**src/rtl/hpu_pkg.sv**
```systemverilog
package hpu_pkg;
  typedef enum logic [3:0] {
    SEL_HIT_INJECT  = 4'd0,
    SEL_IN_MASK     = 4'd1,
    SEL_IN_LEVEL    = 4'd2,
    SEL_FIRST       = 4'd3,
    SEL_SECOND      = 4'd4,
    SEL_OUT_FORCE   = 4'd5,
    SEL_OUT_MASK    = 4'd6,
    SEL_IRQ_MASK    = 4'd7,
    SEL_FORCE_CLR   = 4'd8,
    SEL_FIRST_CLR   = 4'd9,
    SEL_SECOND_CLR  = 4'd10,
    SEL_CTRL        = 4'd11,
    SEL_SOFT_RST    = 4'd12
  } sel_e;

  localparam int CTRL_W      = 3;
  localparam int CTRL_GATE   = 0;
  localparam int CTRL_OR_OFF = 1;
  localparam int CTRL_MULTI  = 2;
endpackage

```
**src/rtl/hpu_sync.sv**
```systemverilog
module hpu_sync #(
  parameter int W      = 16,
  parameter int STAGES = 2
) (
  input  logic         clk,
  input  logic         rst,
  input  logic [W-1:0] d,
  output logic [W-1:0] q
);
  logic [W-1:0] pipe [STAGES];

  always_ff @(posedge clk) begin
    if (rst) begin
      for (int i = 0; i < STAGES; i++) pipe[i] <= '0;
    end else begin
      pipe[0] <= d;
      for (int i = 1; i < STAGES; i++) pipe[i] <= pipe[i-1];
    end
  end

  assign q = pipe[STAGES-1];
endmodule

```
**src/rtl/hpu_channel.sv**
```systemverilog
module hpu_channel (
  input  logic clk,
  input  logic rst,
  input  logic level,
  input  logic blocked,
  input  logic gate_ok,
  input  logic inject,
  input  logic clr_first,
  input  logic clr_second,
  output logic first,
  output logic second
);
  logic prev;
  logic hit;

  assign hit = (level & ~prev & ~blocked & gate_ok) | inject;

  always_ff @(posedge clk) begin
    if (rst) begin
      prev   <= 1'b0;
      first  <= 1'b0;
      second <= 1'b0;
    end else begin
      prev <= level;
      if (clr_first)  first <= 1'b0;
      else if (hit)   first <= 1'b1;
      if (clr_second)          second <= 1'b0;
      else if (hit && first)   second <= 1'b1;
    end
  end

  p_second_after_first_r1: assert property (@(posedge clk) disable iff (rst)
    $rose(second) |-> $past(first));

  p_blocked_no_hit_r6: assert property (@(posedge clk) disable iff (rst)
    (blocked && !inject) |=> !$rose(first));

  p_clear_second_r3: assert property (@(posedge clk) disable iff (rst)
    clr_second |=> !second);
endmodule

```
**src/rtl/hit_pattern_unit.sv**
```systemverilog
module hit_pattern_unit
  import hpu_pkg::*;
#(
  parameter int NCH      = 16,
  parameter int SEL_W    = 4,
  parameter int SYNC_STG = 2
) (
  input  logic             clk,
  input  logic             rst,
  input  logic [NCH-1:0]   ch_in,
  input  logic             gate_in,
  input  logic             wr_en,
  input  logic [SEL_W-1:0] wr_sel,
  input  logic [NCH-1:0]   wr_data,
  input  logic             rd_en,
  input  logic [SEL_W-1:0] rd_sel,
  output logic [NCH-1:0]   rd_data,
  output logic             rd_valid,
  output logic [NCH-1:0]   ch_out,
  output logic             or_out,
  output logic             irq
);
  localparam int PAD_W = NCH - CTRL_W;

  logic [NCH-1:0]    lvl;
  logic              gate_s;
  logic [NCH-1:0]    in_mask, out_mask, out_force, irq_mask;
  logic [CTRL_W-1:0] ctrl;
  logic [NCH-1:0]    first, second, sel_flags, inject, out_next;
  logic              soft_rst, clr1, clr2, gate_ok;

  hpu_sync #(.W(NCH + 1), .STAGES(SYNC_STG)) u_sync (
    .clk(clk), .rst(rst),
    .d({gate_in, ch_in}),
    .q({gate_s, lvl})
  );

  assign soft_rst = wr_en && (wr_sel == SEL_SOFT_RST);
  assign clr1     = (rd_en && (rd_sel == SEL_FIRST_CLR)) || soft_rst;
  assign clr2     = (rd_en && (rd_sel == SEL_SECOND_CLR)) || soft_rst;
  assign inject   = (wr_en && (wr_sel == SEL_HIT_INJECT)) ? wr_data : '0;
  assign gate_ok  = !ctrl[CTRL_GATE] || gate_s;

  for (genvar n = 0; n < NCH; n++) begin : g_ch
    hpu_channel u_ch (
      .clk(clk), .rst(rst),
      .level(lvl[n]), .blocked(in_mask[n]), .gate_ok(gate_ok),
      .inject(inject[n]), .clr_first(clr1), .clr_second(clr2),
      .first(first[n]), .second(second[n])
    );
  end

  always_ff @(posedge clk) begin
    if (rst || soft_rst) begin
      in_mask   <= '0;
      out_mask  <= '0;
      out_force <= '0;
      irq_mask  <= '0;
      ctrl      <= '0;
    end else if (wr_en) begin
      case (wr_sel)
        SEL_IN_MASK:   in_mask   <= wr_data;
        SEL_OUT_MASK:  out_mask  <= wr_data;
        SEL_OUT_FORCE: out_force <= wr_data;
        SEL_FORCE_CLR: out_force <= '0;
        SEL_IRQ_MASK:  irq_mask  <= wr_data;
        SEL_CTRL:      ctrl      <= wr_data[CTRL_W-1:0];
        default: ;
      endcase
    end
  end

  always_ff @(posedge clk) begin
    if (rst) begin
      rd_data  <= '0;
      rd_valid <= 1'b0;
    end else begin
      rd_valid <= rd_en;
      if (rd_en) begin
        case (rd_sel)
          SEL_IN_MASK:    rd_data <= in_mask;
          SEL_IN_LEVEL:   rd_data <= lvl;
          SEL_FIRST,
          SEL_FIRST_CLR:  rd_data <= first;
          SEL_SECOND,
          SEL_SECOND_CLR: rd_data <= second;
          SEL_OUT_FORCE:  rd_data <= out_force;
          SEL_OUT_MASK:   rd_data <= out_mask;
          SEL_IRQ_MASK:   rd_data <= irq_mask;
          SEL_CTRL:       rd_data <= {{PAD_W{1'b0}}, ctrl};
          default:        rd_data <= '0;
        endcase
      end
    end
  end

  assign sel_flags = ctrl[CTRL_MULTI] ? second : first;
  assign out_next  = (sel_flags & ~out_mask) | out_force;

  always_ff @(posedge clk) begin
    if (rst) begin
      ch_out <= '0;
      or_out <= 1'b0;
      irq    <= 1'b0;
    end else begin
      ch_out <= out_next;
      or_out <= (|out_next) && !ctrl[CTRL_OR_OFF];
      irq    <= |(sel_flags & ~irq_mask);
    end
  end

  p_force_drives_r9: assert property (@(posedge clk) disable iff (rst)
    (|out_force) |=> ((ch_out & $past(out_force)) == $past(out_force)));

  p_or_disabled_r10: assert property (@(posedge clk) disable iff (rst)
    ctrl[CTRL_OR_OFF] |=> !or_out);

  p_irq_all_masked_r11: assert property (@(posedge clk) disable iff (rst)
    (&irq_mask) |=> !irq);
endmodule

```
**config.mk**
```make
export PLATFORM = sky130hd
export DESIGN_NAME = hit_pattern_unit
export DESIGN_NICKNAME = d
export VERILOG_FILES = /design/src/rtl/hpu_pkg.sv /design/src/rtl/hpu_sync.sv /design/src/rtl/hpu_channel.sv /design/src/rtl/hit_pattern_unit.sv
export SDC_FILE = /design/constraint.sdc
export NUM_CORES = 1
export LEC_CHECK = 0
export BUFFER_PORTS_ARGS = -buffer_cell sky130_fd_sc_hd__buf_2
export CORE_ASPECT_RATIO = 0.5
export CORE_MARGIN = 10
export CORE_UTILIZATION = 44
export DETAILED_ROUTE_END_ITERATION = 10
export PLACE_DENSITY_LB_ADDON = 0.2
export SYNTH_ARGS = -nofsm -noshare
export SYNTH_HDL_FRONTEND = slang
export SYNTH_SLANG_ARGS = --single-unit
```
**constraint.sdc**
```tcl
create_clock -name clk -period 2.1 [get_ports clk]
set_clock_uncertainty 0.05 [all_clocks]
set_input_delay 0.21 -clock clk [delete_from_list [all_inputs] [get_ports clk]]
set_output_delay 0.21 -clock clk [all_outputs]
set_load 0.05 [all_outputs]
```
After elaboration in Yosys (flattened, before gate mapping)
Memory sizes are Yosys's and may differ from the RTL's.
Cells that the tools add are included.
{ "word_totals": {"ff_bits": 150, "latch_bits": 0, "mem_bits_rw": 34, "romBits": 0, "inputBits": 45, "out_inout_bits": 35, "wordCells": 228, "n_memories": 1} }
{ "mem_list": {"columns": ["memory", "depth", "width", "rd", "rd_clocked_by_memory_dff", "write_ports", "line", "source"], "rows": [
  ["u_sync.pipe", 2, 17, 2, 0, 2, "hpu_sync.sv:10", "logic [W-1:0] pipe [STAGES];"]
]} }
{ "classes": {"add_sub_neg": 0, "mul": 0, "n_div": 0, "magnitude_cmp": 0, "eq_ne": 17, "n_shift": 0, "n_mux": 9, "n_bitwise": 103, "reduce_logical": 40} }
{ "ops": {"columns": ["cell", "count"], "rows": [
  ["case mux 16 bit (8 select lines)", 1],
  ["AND 1 bit", 48],
  ["2-to-1 mux 17 bit", 2],
  ["AND 16 bit", 2],
  ["2-to-1 mux 16 bit", 2],
  ["NOT 1 bit", 32],
  ["NOT 16 bit", 2],
  ["case mux 16 bit (2 select lines)", 1],
  ["OR reduction 16 bit", 2],
  ["equality test 4 x 3 -> 1 bit, second input constant", 7],
  ["equality test 4 bit, second input constant", 6],
  ["logical AND 1 bit", 21],
  ["bitwise OR 1 bit", 18],
  ["bitwise OR 16 bit", 1],
  ["AND reduction 2 bit", 5],
  ["equality test 4 x 1 -> 1 bit, second input constant", 2],
  ["equality test 4 x 2 -> 1 bit, second input constant", 2],
  ["OR reduction 2 bit", 4],
  ["logical NOT 4 bit", 1],
  ["logical OR 1 bit", 4],
  ["2-to-1 mux 1 bit", 3],
  ["logical NOT 1 bit", 2],
  ["nonzero test 2 bit", 1]
]} }

Longest topological paths before layout
Gate-level depths: netlist of run 1.
{ "logic_depth": {"depth_word": 6, "ltp_mapped": 8, "mapped_depth_nobuf": 5} }

Hierarchy
From an unflattened synthesis of run 1, not the netlist that was laid out.
{ "hier_totals": {"cells_unflattened": 843, "area_unflattened_um2": 8209.1} }
{ "by_module_without_submodules": {"columns": ["mod", "n_inst", "cells_per_inst", "area_each_um2", "seq_area_each_um2"], "rows": [
  ["hit_pattern_unit", 1, 595, 5362.6, 2042.0],
  ["hpu_channel", 16, 10, 111.4, 60.1],
  ["hpu_sync", 1, 88, 1064.8, 680.7]
]} }

Worst setup path before layout of run 1
OpenSTA, ideal clock, no wires.
{ "synth_path": {"path_type": "register to register", "startpoint": "register ctrl[2]", "endpoint": "register or_out", "setup_time_ns": 0.115, "arrival_ns": 1.484, "required_time_ns": 1.935, "path_slack_ns": 0.451, "stages_incl_launch_ff": 8, "n_path_buf": 2, "synth_period_minus_slack_ns": 1.649, "cell_sequence": "dfxtp_1 buf_2 buf_4 mux2i_1 nor2_1 nor4_1 nand4_1 o21a_1"} }
{ "synth_via": {"elab_chain_len": 5} }
{ "synth_lines": {"columns": ["item", "line", "source"], "rows": [
  ["start: declaration", "hit_pattern_unit.sv:28", "logic [CTRL_W-1:0] ctrl;"],
  ["start signal: assignment", "hit_pattern_unit.sv:67", "SEL_CTRL: ctrl <= wr_data[CTRL_W-1:0];"],
  ["2-to-1 mux 16 bit", "hit_pattern_unit.sv:97", "assign sel_flags = ctrl[CTRL_MULTI] ? second : first;"],
  ["AND 16 bit", "hit_pattern_unit.sv:98", "assign out_next = (sel_flags & ~out_mask) | out_force;"],
  ["bitwise OR 16 bit", "hit_pattern_unit.sv:98", null],
  ["OR reduction 16 bit", "hit_pattern_unit.sv:107", "or_out <= (|out_next) && !ctrl[CTRL_OR_OFF];"],
  ["logical AND 1 bit", "hit_pattern_unit.sv:107", null],
  ["end signal: assignment", "hit_pattern_unit.sv:107", null],
  ["end: declaration", "hit_pattern_unit.sv:20", "output logic or_out,"]
]} }
Every way passes these cells.
A chain may end at the register's enable or synchronous reset.

Worst setup path in the final report of run 1
Same ends and word-level chain as after synthesis.

==> impl_metrics.csv, run 1 <==
group,metric,value,unit
critical_path,critical_path.cell_chain,"buf_12, mux2i_1, nor2_1, nor4_1, buf_4, nand4_1, o21a_1",
critical_path,worst_setup_path_start_kind,"register",
synthesis,synthXorXnorAreaFrac,0.238,%
synthesis,synth-edff-count,0,
finish,layout.area.seq,3680,um2
run,drv_cap,0,
synthesis,synth_most_common_cell,"dfxtp_1",
synthesis,synthAdderAreaFrac,0,%
route,first_pass_iters,8,
grt,overflow,0,
floorplan,die_x,203,um
pwr,power,7490,uW
sta,holdWs,21.7,ps
floorplan,dieHeight,111,um
sta,fin_crit,1960,ps
pwr,irDropWorstVdd,0.000633,V
synthesis,synth_top_family_by_area,"simple AND/OR/NAND/NOR gates",
clock_network,cts_made_buffers,17,
placed_design,dp_slack,-131,ps
clock_network,cts_setup_buffers,0,
synthesis,synthArstFlopShare,0,%
clock_network,clkTransAtPathRegs,80,ps
route,totalWireLength,24300,um
critical_path,slowest_stage,"mux2i_1",
sta,fmax,0.510,GHz
finish,layout-drive-gt1-share,17.9,%
clock_network,clk_path_buf_depth,2,
sta,finalCritPeriodShare,93.3,%
finish,final_util,54.4,%
synthesis,ys_dominant_reg_cell,"dfxtp_1",
run_status,status,"finished clean",
synthesis,yosys-top-cells-count,"dfxtp_1, nor2_1, mux2i_1",
critical_path,path_class,"reg2reg",
synthesis,synth-seq-cells,184,
synthesis,synthDominantCellAreaShare,50.1,%
finish,multi_input_area,3380,um2
sta,rsz0062_at_grt,"false",
finish,diodes,0,
grt,grt_first_pass_wirelength,37200,um
critical_path,worst_setup_path_end_kind,"register",
finish,stdcell_count,1122,
clock_network,cts_sinks,184,
sta,setup_viol,0,
synthesis,synth.area.top_cells,"dfxtp_1, mux2i_1, nor2_1",
route,ant_nets,0,
sta,relSlewSlack,53.9,%
synthesis,synth_compound_area_share,17.0,%
floorplan,core_area,16400,um2
worst_hold_path,holdPathStages,3,
synthesis,ys_seq_area_share,50.1,%
sta,tightest_slew,691,ps
sta,final_hold_viol_count,0,
clock_network,cts_tree,"built",
synthesis,synth_area,7350,um2
grt,antenna_found_initial,0,
route,drc,0,
critical_path,cp.arrival,2250,ps
clock_network,root_buffer,"clkbuf_16",
floorplan,die_area,22600,um2
critical_path,rr_worst_depth,7,
grt,grt_pass1_vias,6001,
grt,grt_max_degree,65,
floorplan,num_rows,33,
critical_path,path_max_fanout,15,
finish,fillers,1537,
placed_design,gp_congestion,0.971,
synthesis,postSynthCellCount,772,
pwr,leakage,0.00353,uW
synthesis,yosysTopAreaCell,"dfxtp_1",
clock_network,clk_latency,440,ps
floorplan,start_util,44.8,%
sta,drv_slew,0,
placed_design,dpl.hpwl,17200,um
critical_path,crit_required,2390,ps
finish,area_growth,21.3,%
synthesis,synth-simple-area-share,19.1,%
floorplan,pin_count,80,
route,wl_per_cell,21.6,um
synthesis,mappedNetlistNets,817,
placed_design,io_buffers,79,
worst_hold_path,hp-class,"in2reg",
sta,worst_slack,140,ps
route,vias,6317,
synthesis,synth_cell_types,50,
route,drt_iter0_markers,637,
clock_network,h-tree-depth,4,
critical_path,cpPeakStageDelay,370,ps
synthesis,yosysWarningCount,0,
synthesis,synth.area.mux_share,9.41,%
synthesis,syn_avg_cell_area,9.52,um2
grt,grt_usage,21.3,%
route,via_per_inst,5.63,
pwr,power_density,840,nW/um2
finish,nNetsFinal,927,
placed_design,placed_cells,1066,
power breakdown:
part	internal [uW]	switching, uW	total, uW	leakage (uW)
clock network	1570	1530	3100	0.000271
registers	3590	74.0	3660	0.00150
logic	275	459	734	0.00176
total	5430	2060	7490	0.00353
area by class of cell:
type | count | share of cell area, %
flip-flops and latches | 184 | 41.3
inverters | 4 | 0.168
multi-input cells | 535 | 37.9
well taps | 227 | 3.19
repair buffers | 140 | 11.1
clock buffers | 18 | 4.81
clock inverters | 14 | 1.49
worst paths after layout:
kind | to | startpoint | slack (ps)
worst max register to register | or_out$_SDFF_PP0_ | ctrl[2]$_SDFFE_PP0P_ | 140
worst min-delay path | irq_mask[2]$_SDFFE_PP0P_ | wr_data[2] | 20
worst max-delay path | or_out$_SDFF_PP0_ | ctrl[2]$_SDFFE_PP0P_ | 140
worst min register to register | u_sync.pipe[0][21]$_SDFF_PP0_ | u_sync.pipe[0][4]$_SDFF_PP0_ | 390
cells by family (layout without fill, tap and decap cells):
logic type,Yosys count,after routing
buffers and inverters,53,176
AND/OR/NAND/NOR,293,293
XOR/XNOR,2,2
AO/OA/AOI/OAI,171,171
flip-flops,184,184
multiplexers,69,69
worst max-delay path, delay by kind of cell, from the launching register on:
kind	cells	cell delay (ps)
AOI/OAI and AO/OA	1	210
buffers and inverters	2	370
DFF	1	360
muxes	1	370
and+or+nand+nor	3	490
cell usage in the layout (no fill, tap or decap), types with 4 or more instances in the layout:
master	n
a22oi_1	30
o21ai_1	6
buf_2	79
o211ai_1	5
nor4_1	9
inv_6	5
inv_1	4
nor2b_1	54
dfxtp_1	184
buf_4	31
clkbuf_16	17
dlygate4sd3_1	24
mux2i_1	68
o21a_1	17
buf_12	6
nor2_1	146
a21oi_1	37
nand2_1	55
o21ai_0	6
a32o_1	16
o22ai_1	14
a22o_1	13
a221oi_1	14
nand2b_1	4
timing repair:
action,CTS,global route
gates resized for setup,0,1
hold buffers,24,0
setup endpoints to repair,0,1
hold endpoints to repair,24,0
per-stage QoR:
step,area [um2],TNS [ps]
global placement,8110,-114
global route,8910,0
detailed placement,8110,-131
floorplan,7350,0
finish,8910,0
CTS,8910,0
state kept, by name (all words and copies together) (netlist names):
register and count:
u_sync.pipe 34, ch_out 16, g_ch.u_ch.first 16, g_ch.u_ch.prev 16, g_ch.u_ch.second 16, in_mask 16, irq_mask 16, out_force 16
out_mask 16, rd_data 16, ctrl 3, irq 1, or_out 1, rd_valid 1
routing by layer:
layer / global-route usage, % / vias up / wire [um]
met4: 6.23 / 0 / 310
met5: 0 / - / 0
met2: 29.4 / 335 / 9750
li1: - / 2952 / -
met3: 5.84 / 29 / 2760
met1: 31.4 / 3001 / 11500
Power figures use the tool's default switching activity.
==> run 2, diff against run 1 <==
- PLACE_DENSITY_LB_ADDON: 0.2 -> not set
- SKIP_LAST_GASP: not set -> 1
==> run 2 against run 1 <==
  * Critical path depth down 1
  * Sequential power about the same
  * Routed wire length down 2.0%
  * Utilization down 0.33 points
  * Flip-flop and latch count unchanged
  * Via count up 1.3%
  * Final area down 0.60%
  * Sequential share of layout area up 0.25 points
  * Largest power group unchanged
==> impl_metrics.csv, run 2 (same netlist as run 1, synthesis figures left out) <==
group,metric,value,unit
pwr,sw_frac_of_total,27.0,%
sta,final_hold_viol_count,0,
route,wl_per_cell,21.3,um
sta,worst_slack,216,ps
floorplan,start_util,44.8,%
finish,area_growth,20.5,%
floorplan,core_area,16400,um2
route,drt_iter0_markers,589,
sta,drv_slew,0,
clock_network,post_cts_resized,0,
clock_network,cts_made_buffers,17,
critical_path,r2r_setup_slack,220,ps
critical_path,slowest_stage,"nor4_1",
critical_path,cp.arrival,2160,ps
grt,overflow,0,
floorplan,pin_count,80,
worst_hold_path,hp-class,"in2reg",
run_status,status,"finished clean",
clock_network,root_buffer,"clkbuf_16",
grt,grt_max_degree,66,
critical_path,crit_required,2380,ps
route,totalWireLength,23800,um
route,vias,6402,
critical_path,path_class,"reg2reg",
finish,final_cell_mix,"dfxtp_1, nor2_1, buf_2",
pwr,irDropWorstVdd,0.000583,V
placed_design,dpl.hpwl,16600,um
placed_design,gp_congestion,0.997,
clock_network,cts_sinks,184,
grt,antenna_found_initial,0,
sta,fin_crit,1880,ps
finish,largest_reg_flops,34,
sta,relSlewSlack,52.8,%
sta,fmax,0.531,GHz
pwr,p_sw,2030,uW
clock_network,cts_tree,"built",
critical_path,critical_path.cell_chain,"buf_12, mux2i_1, nor2_1, nor4_1, nand4_1, o21a_1",
clock_network,clk_latency,440,ps
route,first_pass_iters,5,
pwr,pwr-share-seq,48.6,%
sta,tns,0,ps
critical_path,cpPeakStageDelay,410,ps
clock_network,clk_path_buf_depth,2,
floorplan,dieHeight,111,um
route,via_per_inst,5.73,
route,drc,0,
pwr,leakage,0.00351,uW
clock_network,cts_setup_buffers,0,
placed_design,dp_slack,137,ps
pwr,power_density,849,nW/um2
clock_network,clkTransAtPathRegs,80,ps
finish,fin_area,8860,um2
route,ant_nets,0,
finish,layout-drive-gt1-share,18.1,%
finish,layout_commonest_cell,"dfxtp_1",
floorplan,num_rows,33,
critical_path,worst_setup_path_start_kind,"register",
pwr,p_int,5490,uW
placed_design,io_buffers,79,
sta,rsz0062_at_grt,"false",
critical_path,worst_setup_path_end_kind,"register",
pwr,pwr-share-comb,9.5,%
run,drv_cap,0,
floorplan,die_x,203,um
finish,regMostFlops,"u_sync.pipe",
pwr,clockPowerShare,41.9,%
sta,setup_viol,0,
clock_network,h-tree-depth,4,
finish,nNetsFinal,923,
grt,grt_usage,20.9,%
floorplan,die_area,22600,um2
critical_path,path_max_fanout,18,
sta,tightest_slew,705,ps
grt,grt_first_pass_wirelength,36800,um
sta,finalCritPeriodShare,89.7,%
placed_design,place_area,8090,um2
finish,final_util,54.1,%
finish,diodes,0,
grt,grt_pass1_vias,6106,
## run 2: cell types whose count changed in the layout (fill, tap and decap cells not counted), sizes merged
cell / previous run / this run
buf: 116 / 117
dlygate4sd3: 24 / 19
clkinv: 5 / 4
clkbuf: 18 / 19
## run 2: critical path: cells and delay by family (launching register included)
kind | cells | cell delay [ps]
AOI/OAI and AO/OA | 1 | 190
DFF | 1 | 360
and+or+nand+nor | 3 | 690
buffers and inverters | 1 | 210
muxes | 1 | 280
## run 2: per-layer routing
layer	vias up	track usage [%]	routed length, um
met2	333	28.2	9350
met3	26	6.31	2610
li1	2945	-	-
met5	-	0	0
met4	0	5.73	355
met1	3098	30.9	11500
## run 2: power by group through the flow
| stage | combinational (uW) | sequential [uW] | clock [uW] |
|---|---|---|---|
| 5_1_grt | 766 | 3670 | 3340 |
| 2_1_floorplan | 353 | 3780 | 0 |
| 3_3_place_gp | 670 | 3730 | 0 |
| 4_1_cts | 704 | 3650 | 3190 |
| 3_5_place_dp | 675 | 3740 | 0 |
| 6_report | 714 | 3660 | 3150 |
## run 2: stage by stage
stage | total power, uW | hold slack [ps] | instances
floorplan | 4140 | 288 | 772
global placement | 4400 | 373 | 1067
detailed placement | 4410 | 372 | 1067
CTS | 7550 | 1.29 | 1118
global route | 7770 | 13.0 | 1118
finish | 7520 | 12.5 | 1118
## run 2: worst paths after layout
check	startpoint	to	depth (start not counted)
min	wr_data[3]	irq_mask[3]$_SDFFE_PP0P_	3
max	ctrl[2]$_SDFFE_PP0P_	or_out$_SDFF_PP0_	6
max reg2reg	ctrl[2]$_SDFFE_PP0P_	or_out$_SDFF_PP0_	6
min reg2reg	u_sync.pipe[0][16]$_SDFF_PP0_	u_sync.pipe[0][33]$_SDFF_PP0_	1
## run 2: cell type report
type                            count  area [um2]
Timing Repair Buffer              136         921
Sequential cell                   184        3680
Clock buffer                       19         453
Inverter                            4        15.0
Multi-Input combinational cell    535        3380
Tap cell                          227         284
Clock inverter                     13         129
Fill cell                        1517        7530
## run 2: what timing repair did
item	in CTS	in global routing
setup endpoints to repair	0	0
endpoints found under the hold margin	19	0
hold buffers	19	0
==> run 3, diff against run 2 <==
- ABC_AREA: not set -> 1
- CORE_UTILIZATION: 44 -> 58
- PLACE_DENSITY: not set -> 0.79
==> run 3 against run 2 <==
  * Register-to-register slack improved by 90 ps
  * Highest routed layer unchanged
  * Maximum frequency rose by 4.8%
  * Final area rose by 2.2%
  * Critical path type unchanged
  * Final cell count rose by 22%
  * Critical endpoint is now irq$_SDFF_PP0_
  * Sequential power barely moved
  * First-iteration DRC count rose by 64%
  * Setup slack improved by 86 ps
==> impl_metrics.csv, run 3 <==
group,metric,value,unit
synthesis,synthXorXnorAreaFrac,0,%
sta,tightest_slew,900,ps
grt,grt_max_degree,85,
pwr,power_density,826,nW/um2
pwr,sw_frac_of_total,27.6,%
critical_path,path_max_fanout,13,
grt,antenna_found_initial,0,
clock_network,clk_latency,430,ps
synthesis,synth_area,7700,um2
finish,largest_reg_flops,34,
route,vias,7290,
grt,grt_usage,23.6,%
grt,grt_pass1_vias,6512,
finish,final_cell_mix,"nand2_1, dfxtp_1, inv_1",
synthesis,postSynthCellCount,1084,
grt,grt_first_pass_wirelength,34800,um
sta,relSlewSlack,40.0,%
finish,layout_commonest_cell,"nand2_1",
finish,stdcell_count,1359,
pwr,pwr-share-seq,49.0,%
synthesis,synth_compound_area_share,14.1,%
route,drt_iter0_markers,965,
clock_network,cts_made_buffers,17,
worst_hold_path,hold_path_startpoint,"wr_data[4]",
sta,finalCritPeriodShare,85.6,%
clock_network,clk_path_buf_depth,2,
route,totalWireLength,22000,um
critical_path,r2r_setup_slack,300,ps
sta,final_hold_viol_count,0,
grt,overflow,0,
finish,diodes,0,
critical_path,path_delay_family,"simple AND/OR/NAND/NOR gates",
critical_path,crit_required,2320,ps
worst_hold_path,holdPathEnd,"out_force[4]$_SDFFE_PP0P_",
finish,area_growth,17.5,%
critical_path,crit_buf_inv,1,
route,via_per_inst,5.36,
synthesis,yosys-top-cells-count,"nand2_1, dfxtp_1, inv_1",
route,first_pass_iters,5,
route,ant_nets,0,
sta,tns,0,ps
floorplan,num_rows,29,
clock_network,h-tree-depth,4,
finish,nNetsFinal,1221,
critical_path,slowest_stage,"o21ai_0",
floorplan,pin_count,80,
finish,layout-drive-gt1-share,12.9,%
synthesis,synthAdderAreaFrac,0,%
synthesis,ys_seq_area_share,47.8,%
clock_network,cts_tree,"built",
pwr,p_sw,2060,uW
pwr,clockPowerShare,41.3,%
pwr,p_int,5420,uW
critical_path,path_common_cell,"nor2_1",
synthesis,syn_avg_cell_area,7.11,um2
synthesis,yosysTopAreaCell,"dfxtp_1",
placed_design,io_buffers,79,
floorplan,start_util,60.0,%
synthesis,synth.area.top_cells,"dfxtp_1, nand2_1, inv_1",
critical_path,critical_path.cell_chain,"buf_4, o21ai_0, nor2_1, nor3_1, nand2_1, nor2_1, nor2_1",
critical_path,cpPeakStageDelay,470,ps
floorplan,die_x,183,um
worst_hold_path,holdPathStages,3,
synthesis,synth-simple-area-share,27.0,%
sta,setup_viol,0,
finish,regMostFlops,"u_sync.pipe",
run,drv_cap,0,
critical_path,path_class,"reg2reg",
sta,rsz0062_at_grt,"false",
critical_path,r2r-start,"ctrl[2]$_SDFFE_PP0P_",
pwr,irDropWorstVdd,0.000470,V
pwr,pwr-share-comb,9.7,%
run_status,status,"finished clean",
synthesis,mappedNetlistNets,1129,
floorplan,die_area,18600,um2
route,wl_per_cell,16.2,um
synthesis,synth_top_family_by_area,"simple AND/OR/NAND/NOR gates",
synthesis,synthDominantCellAreaShare,47.8,%
sta,fin_crit,1800,ps
clock_network,post_cts_resized,0,
critical_path,worst_setup_path_start_kind,"register",
floorplan,dieHeight,102,um
clock_network,cts_sinks,184,
route,drc,0,
placed_design,gp_congestion,0.932,
floorplan,core_area,12800,um2
synthesis,synth-edff-count,0,
clock_network,root_buffer,"clkbuf_16",
synthesis,ys_dominant_reg_cell,"dfxtp_1",
synthesis,synthArstFlopShare,0,%
clock_network,clkTransAtPathRegs,70,ps
critical_path,r2r_end,"irq$_SDFF_PP0_",
placed_design,dpl.hpwl,15400,um
synthesis,yosysWarningCount,0,
critical_path,rr_worst_depth,7,
critical_path,worst_setup_path_end_kind,"register",
synthesis,synth.area.mux_share,0,%
sta,fmax,0.556,GHz
synthesis,synth_most_common_cell,"nand2_1",
sta,drv_slew,0,
synthesis,synth_cell_types,29,
placed_design,placed_cells,1303,
pwr,leakage,0.00413,uW
synthesis,synth-seq-cells,184,
critical_path,cp.arrival,2020,ps
worst_hold_path,hp-class,"in2reg",
==> run 3: cell count changes after synthesis, moves of 16 or more <==
cell,change
nand2_1,+199
inv_1,+156
nand3_1,+76
mux2i_1,-68
nor2b_1,-54
a211oi_1,+50
a22oi_1,-30
a21oi_1,+25
o21bai_1,+19
o21a_1,-17
a32o_1,-16
==> run 3: worst max path at each step <==
stage	cells past startpoint	start	end
2_1_floorplan	9	ctrl[2]$_SDFFE_PP0P_	or_out$_SDFF_PP0_
4_1_cts	7	ctrl[2]$_SDFFE_PP0P_	irq$_SDFF_PP0_
6_report	7	ctrl[2]$_SDFFE_PP0P_	irq$_SDFF_PP0_
5_1_grt	9	ctrl[2]$_SDFFE_PP0P_	or_out$_SDFF_PP0_
3_5_place_dp	6	rd_sel[3]	g_ch[12].u_ch.second$_SDFFE_PP0P_
3_3_place_gp	6	rd_sel[3]	g_ch[11].u_ch.second$_SDFFE_PP0P_
==> run 3: power groups by stage <==
stage	Sequential [uW]	Clock (uW)	Combinational [uW]
6_report	3660	3090	727
5_1_grt	3670	3260	791
4_1_cts	3660	3110	710
3_5_place_dp	3740	0	671
3_3_place_gp	3740	0	660
2_1_floorplan	3810	0	364
==> run 3: area by class of cell <==
cell class	instances	area, um2
Tap cell	170	213
Sequential cell	184	3680
Inverter	170	638
Clock buffer	18	439
Timing Repair Buffer	121	771
Clock inverter	14	131
Fill cell	1078	3790
Multi-Input combinational cell	682	3180
==> run 3: stage by stage <==
step	utilization, %	hold WS, ps	total power, uW	setup slack (ps)	cell area, um2
final	70.5	4.84	7480	302	9050
after global routing	70.5	10.2	7720	281	9050
after CTS	70.5	2.24	7480	397	9050
after detailed placement	64.2	342	4410	380	8240
after global placement	64.2	343	4400	429	8240
after floorplan	-	267	4170	741	7700
==> run 3: worst register-to-register path, cell delays in order (launching register included) <==
cell and delay (ps):
dfxtp_1 350, buf_4 210, o21ai_0 470, nor2_1 80
nor3_1 250, nand2_1 80, nor2_1 110, nor2_1 60
==> run 3: cells by family (layout without fill, tap and decap cells) <==
| kind of cell | after synthesis | count (layout) |
|---|---|---|
| simple gates | 506 | 506 |
| buf+inv | 218 | 323 |
| flops | 184 | 184 |
| compound gates | 176 | 176 |
==> run 3: layer usage <==
layer	up-vias	track usage [%]	share of wire, %
met5	-	0	0
met4	0	6.13	0.93
met3	22	7.61	14
met2	414	31.8	38
met1	3259	34.9	47
li1	3595	-	-
==> run 3: repair_timing <==
item,4_1_cts,5_1_grt
setup buffers,0,0
hold buffers,24,0
endpoints found under the hold margin,24,0
